--- src/rtl/i2c_regslave_pkg.sv ---
// Package: shared constants and the transfer-phase type of the I2C register slave.
package i2c_regslave_pkg;
    localparam int BYTE_W = 8;
    localparam int CNT_W  = 4;

    typedef enum logic [2:0] {
        PH_IDLE,
        PH_ADDR,
        PH_SUB,
        PH_WDATA,
        PH_RDATA
    } phase_t;
endpackage

--- src/rtl/i2c_regslave_sync.sv ---
// Bus sampler: passes SCL and SDA through STAGES flops and derives the edge
// and START/STOP events from the synchronized levels.
// Assumes STAGES >= 2 and that the lines idle high.
module i2c_regslave_sync #(
    parameter int STAGES = 2
) (
    input  logic clk,
    input  logic rst_n,
    input  logic scl_i,
    input  logic sda_i,
    output logic sda_s,
    output logic scl_rise,
    output logic scl_fall,
    output logic start_det,
    output logic stop_det
);
    localparam int CHAIN_W = 2 * STAGES;

    logic [CHAIN_W-1:0] chain;
    logic scl_s, scl_q, sda_q;

    // Shift both lines through the synchronizer chain.
    always_ff @(posedge clk) begin
        if (!rst_n) chain <= '1;
        else        chain <= {chain[CHAIN_W-3:0], scl_i, sda_i};
    end

    assign scl_s = chain[CHAIN_W-1];
    assign sda_s = chain[CHAIN_W-2];

    // Keep the previous synchronized levels for edge detection.
    always_ff @(posedge clk) begin
        if (!rst_n) begin
            scl_q <= 1'b1;
            sda_q <= 1'b1;
        end else begin
            scl_q <= scl_s;
            sda_q <= sda_s;
        end
    end

    assign scl_rise  =  scl_s & ~scl_q;
    assign scl_fall  = ~scl_s &  scl_q;
    assign start_det =  scl_s &  scl_q &  sda_q & ~sda_s;
    assign stop_det  =  scl_s &  scl_q & ~sda_q &  sda_s;
endmodule

--- src/rtl/i2c_regslave_wmap.sv ---
// Width lookup: reports whether a subaddress names a 16-bit register.
// Assumes WIDE_MAP holds one bit per subaddress.
module i2c_regslave_wmap #(
    parameter int                     SUB_W    = 8,
    parameter logic [(1<<SUB_W)-1:0]  WIDE_MAP = '0
) (
    input  logic [SUB_W-1:0] sub,
    output logic             wide
);
    // Index the map by subaddress.
    assign wide = WIDE_MAP[sub];
endmodule

--- src/rtl/i2c_regslave.sv ---
// I2C register slave: matches the chip address, latches a one-byte subaddress,
// and moves one or two data bytes per access through a ready-handshaked
// register port, stretching SCL while that port is busy.
// Assumes the bus pads and the register file live outside this block.
module i2c_regslave
    import i2c_regslave_pkg::*;
#(
    parameter logic [6:0]             CHIP_ADDR   = 7'b1000111,
    parameter int                     SUB_W       = 8,
    parameter int                     SYNC_STAGES = 2,
    parameter logic [(1<<SUB_W)-1:0]  WIDE_MAP    =
        {{(1<<(SUB_W-1)){1'b1}}, {(1<<(SUB_W-1)){1'b0}}}
) (
    input  logic                clk,
    input  logic                rst_n,
    input  logic                scl_i,
    input  logic                sda_i,
    output logic                scl_oe,
    output logic                sda_oe,
    output logic [SUB_W-1:0]    reg_addr,
    output logic [15:0]         reg_wdata,
    output logic                reg_we,
    output logic                reg_re,
    input  logic [15:0]         reg_rdata,
    input  logic                reg_ready
);
    localparam int DATA_W = 2 * BYTE_W;

    logic sda_s, scl_rise, scl_fall, start_det, stop_det;
    logic wide, in_ack, mack;
    logic [CNT_W-1:0]  bitcnt;
    logic [1:0]        nbytes;
    logic [BYTE_W-1:0] shreg, hi_byte, tx, tx_first;
    logic [DATA_W-1:0] rd_buf;
    logic              in_idle;
    phase_t            phase;

    i2c_regslave_sync #(.STAGES(SYNC_STAGES)) sync_i (
        .clk(clk), .rst_n(rst_n), .scl_i(scl_i), .sda_i(sda_i),
        .sda_s(sda_s), .scl_rise(scl_rise), .scl_fall(scl_fall),
        .start_det(start_det), .stop_det(stop_det)
    );

    i2c_regslave_wmap #(.SUB_W(SUB_W), .WIDE_MAP(WIDE_MAP)) wmap_i (
        .sub(reg_addr), .wide(wide)
    );

    // First byte sent on a read: the high half for wide registers.
    assign tx_first = wide ? rd_buf[DATA_W-1:BYTE_W] : rd_buf[BYTE_W-1:0];
    assign in_idle  = (phase == PH_IDLE);

    // Protocol sequencer: bit counting, ACK generation, strobes and stretching.
    always_ff @(posedge clk) begin
        if (!rst_n) begin
            phase <= PH_IDLE;  bitcnt <= '0;  nbytes <= '0;
            in_ack <= 1'b0;    mack <= 1'b0;  shreg <= '0;
            hi_byte <= '0;     tx <= '0;      rd_buf <= '0;
            reg_addr <= '0;    reg_wdata <= '0;
            reg_we <= 1'b0;    reg_re <= 1'b0;
            scl_oe <= 1'b0;    sda_oe <= 1'b0;
        end else if (start_det) begin
            phase <= PH_ADDR;  bitcnt <= '0;  in_ack <= 1'b0;  sda_oe <= 1'b0;
        end else if (stop_det) begin
            phase <= PH_IDLE;  in_ack <= 1'b0;  sda_oe <= 1'b0;
        end else if (reg_we || reg_re) begin
            if (reg_ready) begin
                reg_we <= 1'b0;
                reg_re <= 1'b0;
                scl_oe <= 1'b0;
                if (reg_re) rd_buf <= reg_rdata;
            end
        end else begin
            case (phase)
                PH_ADDR, PH_SUB, PH_WDATA: begin
                    if (scl_rise && !in_ack && bitcnt != CNT_W'(8)) begin
                        shreg  <= {shreg[BYTE_W-2:0], sda_s};
                        bitcnt <= bitcnt + 1'b1;
                    end else if (scl_fall && !in_ack && bitcnt == CNT_W'(8)) begin
                        in_ack <= 1'b1;
                        if (phase == PH_ADDR) begin
                            if (shreg[7:1] == CHIP_ADDR) begin
                                sda_oe <= 1'b1;
                                mack   <= shreg[0];
                                if (shreg[0]) begin
                                    reg_re <= 1'b1;
                                    scl_oe <= 1'b1;
                                end
                            end else begin
                                phase  <= PH_IDLE;
                                in_ack <= 1'b0;
                            end
                        end else if (phase == PH_SUB) begin
                            reg_addr <= shreg;
                            nbytes   <= '0;
                            sda_oe   <= 1'b1;
                        end else if (nbytes == 2'd0 && wide) begin
                            hi_byte <= shreg;
                            nbytes  <= 2'd1;
                            sda_oe  <= 1'b1;
                        end else if (nbytes != 2'd2) begin
                            reg_wdata <= nbytes == 2'd1 ? {hi_byte, shreg}
                                                        : {{BYTE_W{1'b0}}, shreg};
                            reg_we    <= 1'b1;
                            scl_oe    <= 1'b1;
                            nbytes    <= 2'd2;
                            sda_oe    <= 1'b1;
                        end
                    end else if (scl_fall && in_ack) begin
                        in_ack <= 1'b0;
                        bitcnt <= '0;
                        sda_oe <= 1'b0;
                        if (phase == PH_SUB) begin
                            phase <= PH_WDATA;
                        end else if (phase == PH_ADDR) begin
                            if (mack) begin
                                phase  <= PH_RDATA;
                                nbytes <= '0;
                                tx     <= tx_first;
                                sda_oe <= ~tx_first[BYTE_W-1];
                            end else begin
                                phase  <= PH_SUB;
                            end
                        end
                    end
                end
                PH_RDATA: begin
                    if (scl_rise && in_ack) begin
                        mack <= ~sda_s;
                    end else if (scl_fall && !in_ack) begin
                        if (bitcnt == CNT_W'(7)) begin
                            sda_oe <= 1'b0;
                            in_ack <= 1'b1;
                        end else begin
                            tx     <= {tx[BYTE_W-2:0], 1'b0};
                            sda_oe <= ~tx[BYTE_W-2];
                            bitcnt <= bitcnt + 1'b1;
                        end
                    end else if (scl_fall && in_ack) begin
                        in_ack <= 1'b0;
                        bitcnt <= '0;
                        if (mack && wide && nbytes == 2'd0) begin
                            nbytes <= 2'd1;
                            tx     <= rd_buf[BYTE_W-1:0];
                            sda_oe <= ~rd_buf[BYTE_W-1];
                        end else begin
                            phase  <= PH_IDLE;
                        end
                    end
                end
                default: ;
            endcase
        end
    end
endmodule

--- config.mk ---
export PLATFORM = sky130hd
export DESIGN_NAME = i2c_regslave
export DESIGN_NICKNAME = d
export VERILOG_FILES = /design/src/rtl/i2c_regslave_pkg.sv /design/src/rtl/i2c_regslave_sync.sv /design/src/rtl/i2c_regslave_wmap.sv /design/src/rtl/i2c_regslave.sv
export SDC_FILE = /design/constraint.sdc
export NUM_CORES = 1
export LEC_CHECK = 0
export BUFFER_PORTS_ARGS = -buffer_cell sky130_fd_sc_hd__buf_2
export CORE_ASPECT_RATIO = 0.8
export CORE_MARGIN = 2
export CORE_UTILIZATION = 62
export DETAILED_ROUTE_END_ITERATION = 6
export PLACE_DENSITY = 0.91
export RECOVER_POWER = 25
export SLEW_MARGIN = 20
export SYNTH_ARGS = -nofsm -noshare
export SYNTH_HDL_FRONTEND = slang
export SYNTH_SLANG_ARGS = --single-unit
--- constraint.sdc ---
create_clock -name clk -period 5.5 [get_ports clk]
set_input_delay 0.55 -clock clk [delete_from_list [all_inputs] [get_ports clk]]
set_output_delay 0.55 -clock clk [all_outputs]
set_load 0.005 [all_outputs]
==> impl_metrics.env, run 1 <==
export IMPL_status="complete, but fails checks"
export IMPL_violations_in_the_final_reports="design-rule violations, max-capacitance violations, max-slew violations"
export IMPL_antennaDiodeCount=0
export IMPL_worst_slew_pin_transition_ps=2780
export IMPL_finalSetupViolations=0
export IMPL_clock_skew_final_ps=9.22
export IMPL_path_common_cell="sky130_fd_sc_hd__clkbuf_1"
export IMPL_cts_max_level=3
export IMPL_post_cts_setup_repair_bufs=0
export IMPL_cp_start_kind="primary input"
export IMPL_top_level_ports=49
export IMPL_initial_utilization=0.653
export IMPL_nets=532
export IMPL_class_of_the_most_critical_hold_timing_path="in -> reg"
export IMPL_tritoncts_clock_tree="built"
export IMPL_power_frac_clock=0.385
export IMPL_weighted_congestion_reported_at_the_end_of_routability_driven_placement=0.948
export IMPL_layout_cells_sized_above_1=0.137
export IMPL_crit_path_end_kind="flip-flop"
export IMPL_port_buffers=48
export IMPL_p_r_area_growth_vs_syn_pct=10.3
export IMPL_min_period_over_period=0.713
export IMPL_clk_insertion_delay_late_ps=360
export IMPL_finalCriticalPeriod_ps=3920
export IMPL_yosysSeqAreaShare=0.432
export IMPL_route_detailed_wl_per_inst_um=15.9
export IMPL_grt_antenna_before_repair=0
export IMPL_top_delay_family_on_crit_path="buffers and inverters"
export IMPL_grt_pass1_vias=3089
export IMPL_critPathLaunch="rst_n"
export IMPL_pre_cts_slack_ps=1970
export IMPL_via_count=3614
export IMPL_critical_path_peak_fanout=70
export IMPL_drt_iter0_markers=491
export IMPL_syn_area_mm2=0.00394
export IMPL_fmax_ghz=0.255
export IMPL_drt_pass1_iter_count=7
export IMPL_grt_setup_unrepaired="no"
export IMPL_syn_instance_count=475
export IMPL_r2r_path_start="sync_i.scl_q"
export IMPL_power_share_combinational=0.071
export IMPL_cp_data_arrival_time_ps=4230
export IMPL_fp_dieH_um=75.3
export IMPL_count_of_standard_cell_rows=25
export IMPL_gr_total_overflow=0
export IMPL_worst_slack_ps=1580
export IMPL_core_area_mm2=0.00604
export IMPL_cts_path_max_buffers=2
export IMPL_timing_slew_headroom=-0.854
export IMPL_crit_chain="clkbuf_1, clkbuf_1, nand2_1, a2111oi_0, mux2_2"
export IMPL_wire_length_of_the_first_global_routing_pass_mm=15.0
export IMPL_fin_hold_ws_ps=369
export IMPL_timing_hold_violations_final=0
export IMPL_synth_seq_cells=85
export IMPL_post_layout_nonfiller_instances=591
export IMPL_clk_pin_slew_worst_paths_ps=80
export IMPL_synthesis_yosys_warnings=0
export IMPL_power_density_cell_area_mw_per_mm2=265
export IMPL_post_synth_cell_area_avg_um2=8.29
export IMPL_critical_path_max_stage_delay_ps=1970
export IMPL_grt_util_all_layers=0.276
export IMPL_critical_path_slowest_cell="sky130_fd_sc_hd__clkbuf_1"
export IMPL_drc=2
export IMPL_syn_nets=501
export IMPL_hold_buffers=0
export IMPL_critPathKind="in -> reg"
export IMPL_number_of_enable_type_register_cells_in_the_synthesized_netlist=0
export IMPL_dpl_hpwl_mm=6.51
export IMPL_power_switching_w=0.000279
export IMPL_synthDistinctLibCells=60
export IMPL_worstPathRequired_ps=5810
export IMPL_synth_async_sr_flop_share=0
export IMPL_internal_power_w=0.000870
export IMPL_hold_crit_start="scl_i"
export IMPL_final_wl_mm=9.38
export IMPL_largest_net_degree_at_the_start_of_global_routing=71
export IMPL_ant_nets=0
export IMPL_ctsResizeCount=0
export IMPL_power_leakage_nw=1.58
export IMPL_setup_total_negative_slack_ps=0
export IMPL_stdcell_area_mm2=0.00434
export IMPL_cap_viol_max_count=1
export IMPL_yosys_most_used_dff="sky130_fd_sc_hd__dfxtp_1"
export IMPL_floorplan_die_area_mm2=0.00701
export IMPL_final_max_slew_viol_count=71
export IMPL_critical_path_n_buffers_inverters=2
export IMPL_placedInstanceArea_mm2=0.00417
export IMPL_p_seq_frac=0.544
export IMPL_post_place_cells=576
export IMPL_clock_tree_root_cell="sky130_fd_sc_hd__clkbuf_8"
export IMPL_number_of_buffers_inserted_during_clock_tree_synthesis=9
export IMPL_swShare=0.243
export IMPL_route_detailed_vias_per_inst=6.12
export IMPL_peakVddDrop_mv=0.186
export IMPL_tritoncts_num_sinks=85
export IMPL_die_extent_in_x_um=93.1
## layout make-up
| class | instances | area [um^2] |
|---|---|---|
| Sequential cell | 85 | 1700 |
| Clock inverter | 5 | 60.1 |
| Clock buffer | 10 | 138 |
| Tap cell | 81 | 101 |
| Inverter | 11 | 41.3 |
| Fill cell | 476 | 1690 |
| Multi-Input combinational cell | 349 | 2070 |
| Timing Repair Buffer | 50 | 234 |
## power by group through the flow
stage	sequential (W)	clock, W	combinational, W
2_1_floorplan	0.000635	0	0.0000646
3_3_place_gp	0.000639	0	0.0000775
3_5_place_dp	0.000640	0	0.0000792
4_1_cts	0.000625	0.000450	0.0000799
5_1_grt	0.000627	0.000469	0.0000881
6_report	0.000625	0.000442	0.0000819
## cells in the mapped netlist (4+ instances only)
cell | instances | share of area
sky130_fd_sc_hd__o221a_2 | 7 | 0.020
sky130_fd_sc_hd__inv_1 | 9 | 0.0086
sky130_fd_sc_hd__nand3b_1 | 5 | 0.0095
sky130_fd_sc_hd__buf_2 | 10 | 0.013
sky130_fd_sc_hd__nand3_1 | 39 | 0.050
sky130_fd_sc_hd__nand4_1 | 4 | 0.0064
sky130_fd_sc_hd__nor3_1 | 5 | 0.0064
sky130_fd_sc_hd__clkbuf_1 | 18 | 0.017
sky130_fd_sc_hd__and2_1 | 4 | 0.0064
sky130_fd_sc_hd__mux2i_1 | 21 | 0.053
sky130_fd_sc_hd__nand2b_1 | 6 | 0.0095
sky130_fd_sc_hd__o31ai_1 | 4 | 0.0076
sky130_fd_sc_hd__nor3b_2 | 4 | 0.013
sky130_fd_sc_hd__o211ai_1 | 5 | 0.0095
sky130_fd_sc_hd__dfxtp_1 | 85 | 0.43
sky130_fd_sc_hd__o21ai_1 | 6 | 0.0076
sky130_fd_sc_hd__a21oi_1 | 31 | 0.039
sky130_fd_sc_hd__o21ai_0 | 29 | 0.037
sky130_fd_sc_hd__ha_1 | 5 | 0.016
sky130_fd_sc_hd__nor2b_1 | 5 | 0.0079
sky130_fd_sc_hd__a31oi_1 | 5 | 0.0079
sky130_fd_sc_hd__nor2_1 | 18 | 0.017
sky130_fd_sc_hd__nand2_1 | 95 | 0.091
## registers in the layout, summed over array words and instances, names as in the netlist, 2 cells and up
signal,flops
reg_wdata,16
sync_i.chain,4
nbytes,2
rd_buf,16
tx,7
shreg,8
phase,3
bitcnt,4
reg_addr,8
hi_byte,8
## through the flow
stage	util	power, W
final	0.720	0.00115
after global routing	0.720	0.00118
after CTS	0.723	0.00115
after detailed placement	0.690	0.000719
after global placement	0.690	0.000717
after floorplan	-	0.000700
## worst paths after layout
check,end,slack [ps],cells after the start
setup / recovery,phase[1],1580,5
hold / removal,sync_i.chain[1],370,2
setup reg to reg,reg_wdata[0],1810,7
hold reg to reg,sync_i.chain[3],410,1
## worst reg2reg max path, cell delays in order, from the launching register on
cell                       delay, ps
sky130_fd_sc_hd__dfxtp_1         380
sky130_fd_sc_hd__nor2b_1         240
sky130_fd_sc_hd__ha_1            360
sky130_fd_sc_hd__nand4b_1        520
sky130_fd_sc_hd__a211oi_2        860
sky130_fd_sc_hd__and3_1          890
sky130_fd_sc_hd__nand3_1         190
sky130_fd_sc_hd__o21ai_0         180
## per-layer routing
layer,wire (um),track usage,up-vias,part of all wire
met5,0,0,-,0
met4,138,0.101,0,0.015
met3,951,0.0702,17,0.10
met2,3980,0.403,202,0.42
met1,4310,0.400,1647,0.46
li1,-,-,1748,-
## cell usage in the layout (no fill, tap or decap), drive strengths merged, types with 7 or more instances in the layout
cell type	Yosys	final
nand3	39	39
buf	12	35
nor2	18	18
clkbuf	18	25
a21oi	31	31
dfxtp	85	85
mux2i	21	21
nand2	95	95
inv	11	12
o21ai	35	35
o221a	7	7
## logic make-up (layout without fill, tap and decap cells)
group	after synthesis	count (layout)	share of synthesized area
and+or+nand+nor	208	208	0.265
adders and majority gates	5	5	0.0159
xor gates and xnor gates	2	2	0.00445
buffers and inverters	41	76	0.0432
muxes	22	22	0.0562
DFF	85	85	0.432
AOI/OAI and AO/OA	112	112	0.183
(Power assumes the default switching activity.)
==> run 2, diff against run 1 <==
ABC_AREA = 1   (was unset)
CORE_UTILIZATION = 53   (was 62)
PLACE_DENSITY = 0.83   (was 0.91)
clock period = 3.3 ns   (was 5.5 ns; I/O delays follow)
==> run 2 against run 1 <==
Compared with the run above:
- the run ends with max-capacitance violations, max-slew violations left
- sequential power increased by 94%
- combinational power increased to 15 times the previous value
- global-route usage decreased by 3.2 points
- register-to-register slack got worse by 1300 ps
- critical path depth increased by 3
- clock skew decreased by 0.65 ps
- sequential share of layout area decreased by 3.3 points
- worst setup slack got worse by 1100 ps
- non-clock buffer count increased by 1
- count of clock-buffer cells in the layout decreased by 1
- total power increased to 2.8 times the previous value
- critical endpoint is now reg_wdata[8]
==> impl_metrics.env, run 2 <==
export IMPL_crit_path_end_kind="flip-flop"
export IMPL_layout_cells_sized_above_1=0.130
export IMPL_power_switching_w=0.00133
export IMPL_min_period_over_period=0.850
export IMPL_syn_area_mm2=0.00426
export IMPL_number_of_buffers_inserted_during_clock_tree_synthesis=9
export IMPL_via_count=4239
export IMPL_syn_instance_count=643
export IMPL_die_extent_in_x_um=104
export IMPL_peakVddDrop_mv=0.358
export IMPL_nets=708
export IMPL_final_max_slew_viol_count=62
export IMPL_post_cts_setup_repair_bufs=0
export IMPL_finalSetupViolations=0
export IMPL_finalCriticalPeriod_ps=2810
export IMPL_grt_util_all_layers=0.244
export IMPL_swShare=0.417
export IMPL_wire_length_of_the_first_global_routing_pass_mm=17.7
export IMPL_dpl_hpwl_mm=7.49
export IMPL_post_synth_cell_area_avg_um2=6.62
export IMPL_critical_path_n_buffers_inverters=1
export IMPL_cap_viol_max_count=1
export IMPL_synthDistinctLibCells=29
export IMPL_drc=0
export IMPL_initial_utilization=0.541
export IMPL_power_leakage_nw=2.06
export IMPL_proportion_of_synthesized_area_in_mux_cells=0
export IMPL_final_common_cell="sky130_fd_sc_hd__nand2_1"
export IMPL_drt_pass1_iter_count=5
export IMPL_cts_path_max_buffers=2
export IMPL_timing_slew_headroom=-0.393
export IMPL_setup_total_negative_slack_ps=0
export IMPL_fp_dieH_um=84.2
export IMPL_largest_net_degree_at_the_start_of_global_routing=62
export IMPL_compound_gate_portion_of_the_synthesized_area=0.167
export IMPL_synthesis_yosys_warnings=0
export IMPL_path_common_cell="sky130_fd_sc_hd__nor2_1"
export IMPL_cp_data_arrival_time_ps=3050
export IMPL_count_of_standard_cell_rows=29
export IMPL_status="complete, but fails checks"
export IMPL_internal_power_w=0.00187
export IMPL_yosys_most_used_dff="sky130_fd_sc_hd__dfxtp_1"
export IMPL_tritoncts_clock_tree="built"
export IMPL_top_delay_family_on_crit_path="simple AND/OR/NAND/NOR gates"
export IMPL_route_detailed_vias_per_inst=5.33
export IMPL_tritoncts_num_sinks=85
export IMPL_grt_setup_unrepaired="no"
export IMPL_weighted_congestion_reported_at_the_end_of_routability_driven_placement=0.996
export IMPL_synth_simple_area_share=0.305
export IMPL_power_frac_clock=0.248
export IMPL_synthesized_area_fraction_occupied_by_xor_and_xnor_cells=0.00412
export IMPL_syn_nets=669
export IMPL_worstPathRequired_ps=3540
export IMPL_p_r_area_growth_vs_syn_pct=11.6
export IMPL_final_wl_mm=10.5
export IMPL_ctsResizeCount=0
export IMPL_most_common_layout_cells="sky130_fd_sc_hd__nand2_1 (112), sky130_fd_sc_hd__nor2_1 (98), sky130_fd_sc_hd__inv_1 (87), sky130_fd_sc_hd__dfxtp_1 (85), sky130_fd_sc_hd__o21ai_0 (67)"
export IMPL_synth_top_cell_area_share=0.400
export IMPL_worst_slack_ps=493
export IMPL_worst_slew_pin_transition_ps=2090
export IMPL_synth_top_family_by_area="simple AND/OR/NAND/NOR gates"
export IMPL_yosys_top_cells_count="sky130_fd_sc_hd__nand2_1 (112), sky130_fd_sc_hd__nor2_1 (98), sky130_fd_sc_hd__inv_1 (87), sky130_fd_sc_hd__dfxtp_1 (85), sky130_fd_sc_hd__o21ai_0 (67)"
export IMPL_core_area_mm2=0.00787
export IMPL_hold_buffers=0
export IMPL_yosys_cell_count_top_type="sky130_fd_sc_hd__nand2_1"
export IMPL_critical_path_slowest_cell="sky130_fd_sc_hd__nand4_1"
export IMPL_cp_start_kind="flip-flop"
export IMPL_timing_hold_violations_final=0
export IMPL_class_of_the_most_critical_hold_timing_path="in -> reg"
export IMPL_critical_path_peak_fanout=32
export IMPL_clock_tree_root_cell="sky130_fd_sc_hd__clkbuf_8"
export IMPL_port_buffers=48
export IMPL_synth_seq_cells=85
export IMPL_power_density_cell_area_mw_per_mm2=675
export IMPL_antennaDiodeCount=0
export IMPL_post_place_cells=779
export IMPL_power_share_combinational=0.374
export IMPL_number_of_enable_type_register_cells_in_the_synthesized_netlist=0
export IMPL_top_level_ports=49
export IMPL_synth_top_cells_by_area="sky130_fd_sc_hd__dfxtp_1 (40%), sky130_fd_sc_hd__nand2_1 (9.9%), sky130_fd_sc_hd__nor2_1 (8.6%)"
export IMPL_p_seq_frac=0.377
export IMPL_crit_chain="inv_1, nor2_1, ha_1, nand4_1, nor2_1, nand3_2, o21ai_0, a21oi_1"
export IMPL_critical_path_max_stage_delay_ps=500
export IMPL_clk_pin_slew_worst_paths_ps=100
export IMPL_violations_in_the_final_reports="max-capacitance violations, max-slew violations"
export IMPL_critPathKind="reg -> reg"
export IMPL_yosys_area_share_adder=0.0147
export IMPL_clk_insertion_delay_late_ps=360
export IMPL_floorplan_die_area_mm2=0.00877
export IMPL_grt_pass1_vias=3817
export IMPL_synth_async_sr_flop_share=0
export IMPL_largestRegisters="rd_buf x16, reg_wdata x16"
export IMPL_route_detailed_wl_per_inst_um=13.2
export IMPL_fmax_ghz=0.356
export IMPL_cts_max_level=3
export IMPL_grt_antenna_before_repair=0
export IMPL_gr_total_overflow=0
export IMPL_pre_cts_slack_ps=510
export IMPL_drt_iter0_markers=351
export IMPL_yosysSeqAreaShare=0.400
export IMPL_clock_skew_final_ps=8.57
export IMPL_ant_nets=0
export IMPL_post_layout_nonfiller_instances=795
export IMPL_post_synth_top_area_cell="sky130_fd_sc_hd__dfxtp_1"
run 2: cell count changes in the layout (fill, tap and decap cells not counted), sizes merged, moves of 7 or more:
cell    before  now
nor2        18  107
inv         12  100
o21ai       35   71
a21oi       31   53
nand2       95  117
mux2i       21    0
buf         35   44
clkbuf      25   16
nand4        4   13
a211oi       1    8
o221a        7    0
run 2: area by class of cell:
cell class / instances / area (um^2)
Clock inverter: 7 / 88.8
Clock buffer: 9 / 124
Inverter: 95 / 357
Fill cell: 756 / 3120
Sequential cell: 85 / 1700
Timing Repair Buffer: 51 / 251
Tap cell: 108 / 135
Multi-Input combinational cell: 440 / 2090
run 2: cells by family after synthesis:
group / count (synthesis)
and+or+nand+nor: 297
AOI/OAI and AO/OA: 136
buffers and inverters: 118
adders and majority gates: 5
xor gates and xnor gates: 2
DFF: 85
run 2: worst paths after layout:
kind	from	to	slack [ps]	cells after the start
setup / recovery	sync_i.scl_q	reg_wdata[8]	490	8
hold / removal	scl_i	sync_i.chain[1]	150	2
setup reg to reg	sync_i.scl_q	reg_wdata[8]	490	8
hold reg to reg	sync_i.chain[0]	sync_i.chain[2]	420	1
run 2: power groups by stage:
| stage | clock, W | combinational (W) | sequential [W] |
|---|---|---|---|
| floorplan | 0 | 0.000943 | 0.00120 |
| global placement | 0 | 0.00114 | 0.00122 |
| detailed placement | 0 | 0.00116 | 0.00123 |
| CTS | 0.000807 | 0.00117 | 0.00121 |
| global route | 0.000857 | 0.00137 | 0.00122 |
| finish | 0.000796 | 0.00120 | 0.00121 |
run 2: metal layers:
metal,GRT usage,part of all wire,wire length (um)
met1,0.352,0.48,5030
met2,0.370,0.44,4560
met3,0.0567,0.073,762
met4,0.0651,0.011,112
met5,0,0,0
run 2: through the flow:
stage,utilization,instance area (um^2),hold slack [ps],power [W]
3_3_place_gp,0.578,4550,396,0.00236
6_report,0.603,4750,152,0.00320
2_1_floorplan,-,4260,393,0.00215
4_1_cts,0.605,4760,147,0.00318
3_5_place_dp,0.578,4550,407,0.00238
5_1_grt,0.603,4750,140,0.00344
